### config.mk
export PLATFORM = sky130hd
export DESIGN_NAME = rxg_gate
export DESIGN_NICKNAME = d
export VERILOG_FILES = /design/src/rtl/rxg_pkg.sv /design/src/rtl/rxg_classify.sv /design/src/rtl/rxg_slot.sv /design/src/rtl/rxg_flag.sv /design/src/rtl/rxg_gate.sv
export SDC_FILE = /design/constraint.sdc
export NUM_CORES = 1
export LEC_CHECK = 0
export CAP_MARGIN = 0
export CELL_PAD_IN_SITES_DETAIL_PLACEMENT = 1
export CELL_PAD_IN_SITES_GLOBAL_PLACEMENT = 1
export CORE_UTILIZATION = 45
export CTS_CLUSTER_DIAMETER = 150
export CTS_CLUSTER_SIZE = 28
export DETAILED_ROUTE_END_ITERATION = 8
export DONT_BUFFER_PORTS = 1
export PLACE_DENSITY_LB_ADDON = 0.12
export REMOVE_ABC_BUFFERS = 1
export SYNTH_ARGS = -nofsm -noshare
export SYNTH_HDL_FRONTEND = slang
export SYNTH_HIERARCHICAL = 1
export SYNTH_SLANG_ARGS = --single-unit
### constraint.sdc
create_clock -name clk -period 1.5 [get_ports clk]
set_input_delay 0.15 -clock clk [delete_from_list [all_inputs] [get_ports clk]]
set_output_delay 0.15 -clock clk [all_outputs]
set_load 0.02 [all_outputs]
### src/rtl/rxg_pkg.sv
package rxg_pkg;
  localparam int FLAG_N   = 4;
  localparam int IDX_PER  = 0;
  localparam int IDX_FER  = 1;
  localparam int IDX_ORER = 2;
  localparam int IDX_RDF  = 3;
  typedef logic [FLAG_N-1:0] flag_vec_t;
endpackage

### src/rtl/rxg_classify.sv
module rxg_classify
  import rxg_pkg::*;
(
  input  logic      chr_valid,
  input  logic      chr_fer,
  input  logic      chr_per,
  input  logic      stage_full,
  input  logic      stage_drain,
  output logic      accept,
  output logic      overrun,
  output flag_vec_t set_vec
);
  // Overrun: the stage stays occupied across this edge.
  always_comb begin
    overrun = chr_valid & stage_full & ~stage_drain;
    accept  = chr_valid & ~overrun;
    set_vec = '0;
    set_vec[IDX_PER]  = chr_valid & chr_per;
    set_vec[IDX_FER]  = chr_valid & chr_fer;
    set_vec[IDX_ORER] = overrun;
    set_vec[IDX_RDF]  = overrun;
  end
endmodule

### src/rtl/rxg_slot.sv
module rxg_slot #(
  parameter int DATA_W = 8
) (
  input  logic              clk,
  input  logic              rst_n,
  input  logic              load,
  input  logic [DATA_W-1:0] load_data,
  input  logic              load_fer,
  input  logic              load_per,
  input  logic              out_ready,
  output logic              out_valid,
  output logic [DATA_W-1:0] out_data,
  output logic              out_fer,
  output logic              out_per
);
  localparam int TAG_W = 2;
  logic [TAG_W-1:0] tag_q;

  always_ff @(posedge clk or negedge rst_n) begin
    if (!rst_n) begin
      out_valid <= 1'b0;
      out_data  <= '0;
      tag_q     <= '0;
    end else if (load) begin
      out_valid <= 1'b1;
      out_data  <= load_data;
      tag_q     <= {load_fer, load_per};
    end else if (out_valid && out_ready) begin
      out_valid <= 1'b0;
    end
  end

  assign out_fer = tag_q[1];
  assign out_per = tag_q[0];

  // Back-pressure holds the offered byte
  assert_hold_under_stall_R6: assert property (@(posedge clk) disable iff (!rst_n)
    (out_valid && !out_ready) |=> (out_valid && $stable(out_data) && $stable(tag_q)));
endmodule

### src/rtl/rxg_flag.sv
module rxg_flag (
  input  logic clk,
  input  logic rst_n,
  input  logic set_ev,
  input  logic rd,
  input  logic wr,
  input  logic wbit,
  output logic flag
);
  logic armed;
  logic clr;

  assign clr = wr & armed & ~wbit;

  always_ff @(posedge clk or negedge rst_n) begin
    if (!rst_n) begin
      flag  <= 1'b0;
      armed <= 1'b0;
    end else begin
      flag <= set_ev | (flag & ~clr);
      if (rd)      armed <= flag;
      else if (wr) armed <= 1'b0;
    end
  end

  assert_set_wins_R8: assert property (@(posedge clk) disable iff (!rst_n)
    set_ev |=> flag);
  assert_no_write_keeps_R7: assert property (@(posedge clk) disable iff (!rst_n)
    (flag && !wr) |=> flag);
  assert_write_one_keeps_R7: assert property (@(posedge clk) disable iff (!rst_n)
    (flag && wr && wbit) |=> flag);
  assert_unarmed_keeps_R7: assert property (@(posedge clk) disable iff (!rst_n)
    (flag && !armed) |=> flag);
endmodule

### src/rtl/rxg_gate.sv
module rxg_gate
  import rxg_pkg::*;
#(
  parameter int DATA_W = 8
) (
  input  logic              clk,
  input  logic              rst_n,
  input  logic              in_valid,
  input  logic [DATA_W-1:0] in_data,
  input  logic              in_fer,
  input  logic              in_per,
  output logic              ff_valid,
  input  logic              ff_ready,
  output logic [DATA_W-1:0] ff_data,
  output logic              ff_fer,
  output logic              ff_per,
  input  logic              sts_rd,
  input  logic              sts_wr,
  input  logic [FLAG_N-1:0] sts_wdata,
  output logic [FLAG_N-1:0] sts_flags
);
  logic      accept;
  logic      overrun;
  flag_vec_t set_vec;
  logic      drain;

  assign drain = ff_valid & ff_ready;

  rxg_classify u_cls (
    .chr_valid  (in_valid),
    .chr_fer    (in_fer),
    .chr_per    (in_per),
    .stage_full (ff_valid),
    .stage_drain(drain),
    .accept     (accept),
    .overrun    (overrun),
    .set_vec    (set_vec)
  );

  rxg_slot #(.DATA_W(DATA_W)) u_slot (
    .clk      (clk),
    .rst_n    (rst_n),
    .load     (accept),
    .load_data(in_data),
    .load_fer (in_fer),
    .load_per (in_per),
    .out_ready(ff_ready),
    .out_valid(ff_valid),
    .out_data (ff_data),
    .out_fer  (ff_fer),
    .out_per  (ff_per)
  );

  for (genvar i = 0; i < FLAG_N; i++) begin : g_flag
    rxg_flag u_flag (
      .clk   (clk),
      .rst_n (rst_n),
      .set_ev(set_vec[i]),
      .rd    (sts_rd),
      .wr    (sts_wr),
      .wbit  (sts_wdata[i]),
      .flag  (sts_flags[i])
    );
  end

  // Overrun drops the new byte; the held one stays put
  assert_overrun_drops_R5: assert property (@(posedge clk) disable iff (!rst_n)
    (in_valid && ff_valid && !ff_ready) |=> (ff_valid && $stable(ff_data)));
  assert_overrun_pair_R5: assert property (@(posedge clk) disable iff (!rst_n)
    $rose(sts_flags[IDX_ORER]) |-> sts_flags[IDX_RDF]);
  assert_clean_transfer_R1: assert property (@(posedge clk) disable iff (!rst_n)
    (in_valid && !in_fer && !in_per && (!ff_valid || ff_ready))
      |=> (ff_valid && ff_data == $past(in_data) && !ff_fer && !ff_per));
  assert_error_passes_R4: assert property (@(posedge clk) disable iff (!rst_n)
    (in_valid && (in_fer || in_per) && (!ff_valid || ff_ready))
      |=> (ff_valid && ff_fer == $past(in_fer) && ff_per == $past(in_per)));
  assert_drain_accept_R6: assert property (@(posedge clk) disable iff (!rst_n)
    (in_valid && ff_valid && ff_ready) |=> (ff_valid && ff_data == $past(in_data)));
endmodule

==> impl_metrics.env <==
export IMPL_period_share_pct=95.8
export IMPL_status="complete, no violations"
export IMPL_start_util_pct=47.9
export IMPL_drv_slew=0
export IMPL_placed_area_um2=855
export IMPL_dr_pass1_iters=3
export IMPL_cts_buffers=3
export IMPL_tns_ns=0
export IMPL_drtIter0Drc=7
export IMPL_wl_per_cell_um=16.2
export IMPL_cp_end_kind="flop"
export IMPL_final_area_mm2=0.00101
export IMPL_reg2reg_depth=5
export IMPL_setup_viol=0
export IMPL_maxSlewHeadroom_pct=43.5
export IMPL_ys_top_cells_by_count="19 x dfrtp_1, 9 x mux2_4, 8 x nor2_1"
export IMPL_worst_pin_slew_ns=0.844
export IMPL_io_pins=35
export IMPL_synth_seq_cells=19
export IMPL_insertedDiodeCount=0
export IMPL_area_delta_synth_final_pct=22.4
export IMPL_p_total_uw=1340
export IMPL_worstPathArrival_ns=1.61
export IMPL_cp_start_kind="flop"
export IMPL_grt_max_degree=20
export IMPL_hold_violations=0
export IMPL_place_congestion=0.642
export IMPL_synth_edf_count=0
export IMPL_cts_sinks=19
export IMPL_synth_cell_area_um2=827
export IMPL_n_fill_cell=185
export IMPL_die_w_um=44.9
export IMPL_pwr_share_comb_pct=20.2
export IMPL_drc=0
export IMPL_post_cts_resized=0
export IMPL_synth_most_common_cell="dfrtp_1"
export IMPL_cap_violations=0
export IMPL_rsz0062_at_grt="no"
export IMPL_power_frac_clock_pct=18.9
export IMPL_rows=15
export IMPL_ant_nets=0
export IMPL_p_int_uw=885
export IMPL_hp_class="primary input to flop"
export IMPL_die_h_um=44.9
export IMPL_cts_max_level=1
export IMPL_seqPwrFrac_pct=60.9
export IMPL_crit_type="flop to flop"
export IMPL_post_cts_buffers=0
export IMPL_worstSkewPairLatency_ns=0.29
export IMPL_required_ns=1.68
export IMPL_synth_top_cell_area_share_pct=57.5
export IMPL_num_vias=536
export IMPL_io_buffers=0
export IMPL_avgSynthCellArea_um2=12.9
export IMPL_ys_warn_count=6
export IMPL_ys_seq_area_share_pct=57.5
export IMPL_p_leak_uw=0.000460
export IMPL_overflow=0
export IMPL_vias_per_cell=5.06
export IMPL_fin_skew_ns=0.0108
export IMPL_peakVddDrop_mv=0.672
export IMPL_fmax_mhz=696
export IMPL_multi_input_area_um2=318
export IMPL_synthFlopType="dfrtp_1"
export IMPL_path_clk_slew_ns=0.12
export IMPL_wirelength_um=1720
export IMPL_track_usage_pct=19.9
export IMPL_hold_depth=2
export IMPL_fin_crit_ns=1.44
export IMPL_power_density_mw_per_mm2=1320
export IMPL_grt_pass1_wl_um=2770
export IMPL_cp_max_fo=9
export IMPL_clock_root_buffer="clkbuf_4"
export IMPL_netlist_instances=64
export IMPL_synth_area_top_cells="dfrtp_1 57%, mux2_4 16%, o21ai_2 4.2%"
export IMPL_synth_area_leader_cell="dfrtp_1"
export IMPL_antenna_found_initial=0
export IMPL_die_area_mm2=0.00201
export IMPL_swShare_pct=34.0
export IMPL_core_area_mm2=0.00173
export IMPL_grt_pass1_vias=642
export IMPL_regArea_um2=475
export IMPL_cts_tree="done"
export IMPL_ys_types=16
export IMPL_switchingPower_uw=456
export IMPL_async_reset_ff_share_pct=100
export IMPL_clock_path_buffers=2
export IMPL_layout_nets=102
export IMPL_post_route_cells_drive_above_1_share_pct=28.4
final cells by class:
type / count / area share, %
clock buffers: 3 / 2.22
clock inverters: 1 / 0.494
inverters: 2 / 0.742
multi-input cells: 40 / 31.4
flip-flops and latches: 19 / 47.0
well taps: 25 / 3.09
repair buffers: 16 / 15.1
placed cells by master, fill, tap and decap left out, types with 3 or more instances in the layout:
cell type      count
nand2_1            4
nand2b_1           4
mux2_4             9
clkbuf_4           3
and2_1             3
a31oi_1            4
dlygate4sd3_1     13
nor2_1             8
dfrtp_1           19
o21ai_2            4
buf_4              3
registers in the layout (all words and copies together) (netlist names):
name / cells
u_slot/out_valid: 1
g_flag.u_flag/armed: 4
g_flag.u_flag/flag: 4
u_slot/tag_q: 2
u_slot/out_data: 8
cell families (layout without fill, tap and decap cells):
group                  count (synthesis)  count (layout)  share of synthesized area, %
flip-flops                            19              19                          57.5
AO/OA/AOI/OAI                         10              10                          9.23
buffers and inverters                  5              22                          4.08
multiplexers                          10              10                          17.7
AND/OR/NAND/NOR                       20              20                          11.5
timing repair:
| item | CTS | global route |
|---|---|---|
| hold buffers | 13 | 0 |
| hold endpoints to repair | 37 | 0 |
| setup endpoints to repair | 0 | 0 |
metrics by stage:
stage	std cells	util, %	setup slack, ns	hold WS (ns)
floorplan	61	-	-0.529	-0.146
global placement	89	49.5	0.152	-0.145
detailed placement	89	49.5	0.0832	-0.145
CTS	106	58.6	0.0691	0.0108
global route	106	58.6	0.00658	0.0146
finish	106	58.6	0.0636	0.0236
worst max-delay path: stages, from the launching register on:
cell and delay (ns):
dfrtp_1 0.38, and2_1 0.16, inv_2 0.04, a21boi_1 0.19
buf_4 0.25, mux2_4 0.31
final timing paths:
check | start | endpoint | slack (ns)
min reg2reg | g_flag[1].u_flag/armed | g_flag[1].u_flag/flag | 0.45
max in group asynchronous | rst_n | u_slot/out_data[4] | 0.58
min | sts_wr | g_flag[2].u_flag/armed | 0.02
max | u_slot/out_valid | u_slot/out_data[7] | 0.06
max reg2reg | u_slot/out_valid | u_slot/out_data[7] | 0.06
min in group asynchronous | rst_n | u_slot/out_data[6] | 0.39
power groups by stage:
stage	logic (µW)	clock network, µW	registers [µW]
after detailed placement	228	0	825
after global placement	217	0	823
after global routing	298	283	831
after CTS	270	268	817
final	271	254	816
after floorplan	183	0	810
metal layers:
layer,GRT usage [%],vias to the layer above,part of all wire (%),wire length [µm]
li1,-,249,-,-
met1,21.7,267,40,691
met2,36.5,18,55,936
met3,5.20,2,4.4,75
met4,7.88,0,0.76,13
met5,0,-,0,0
(Power assumes the default switching activity.)
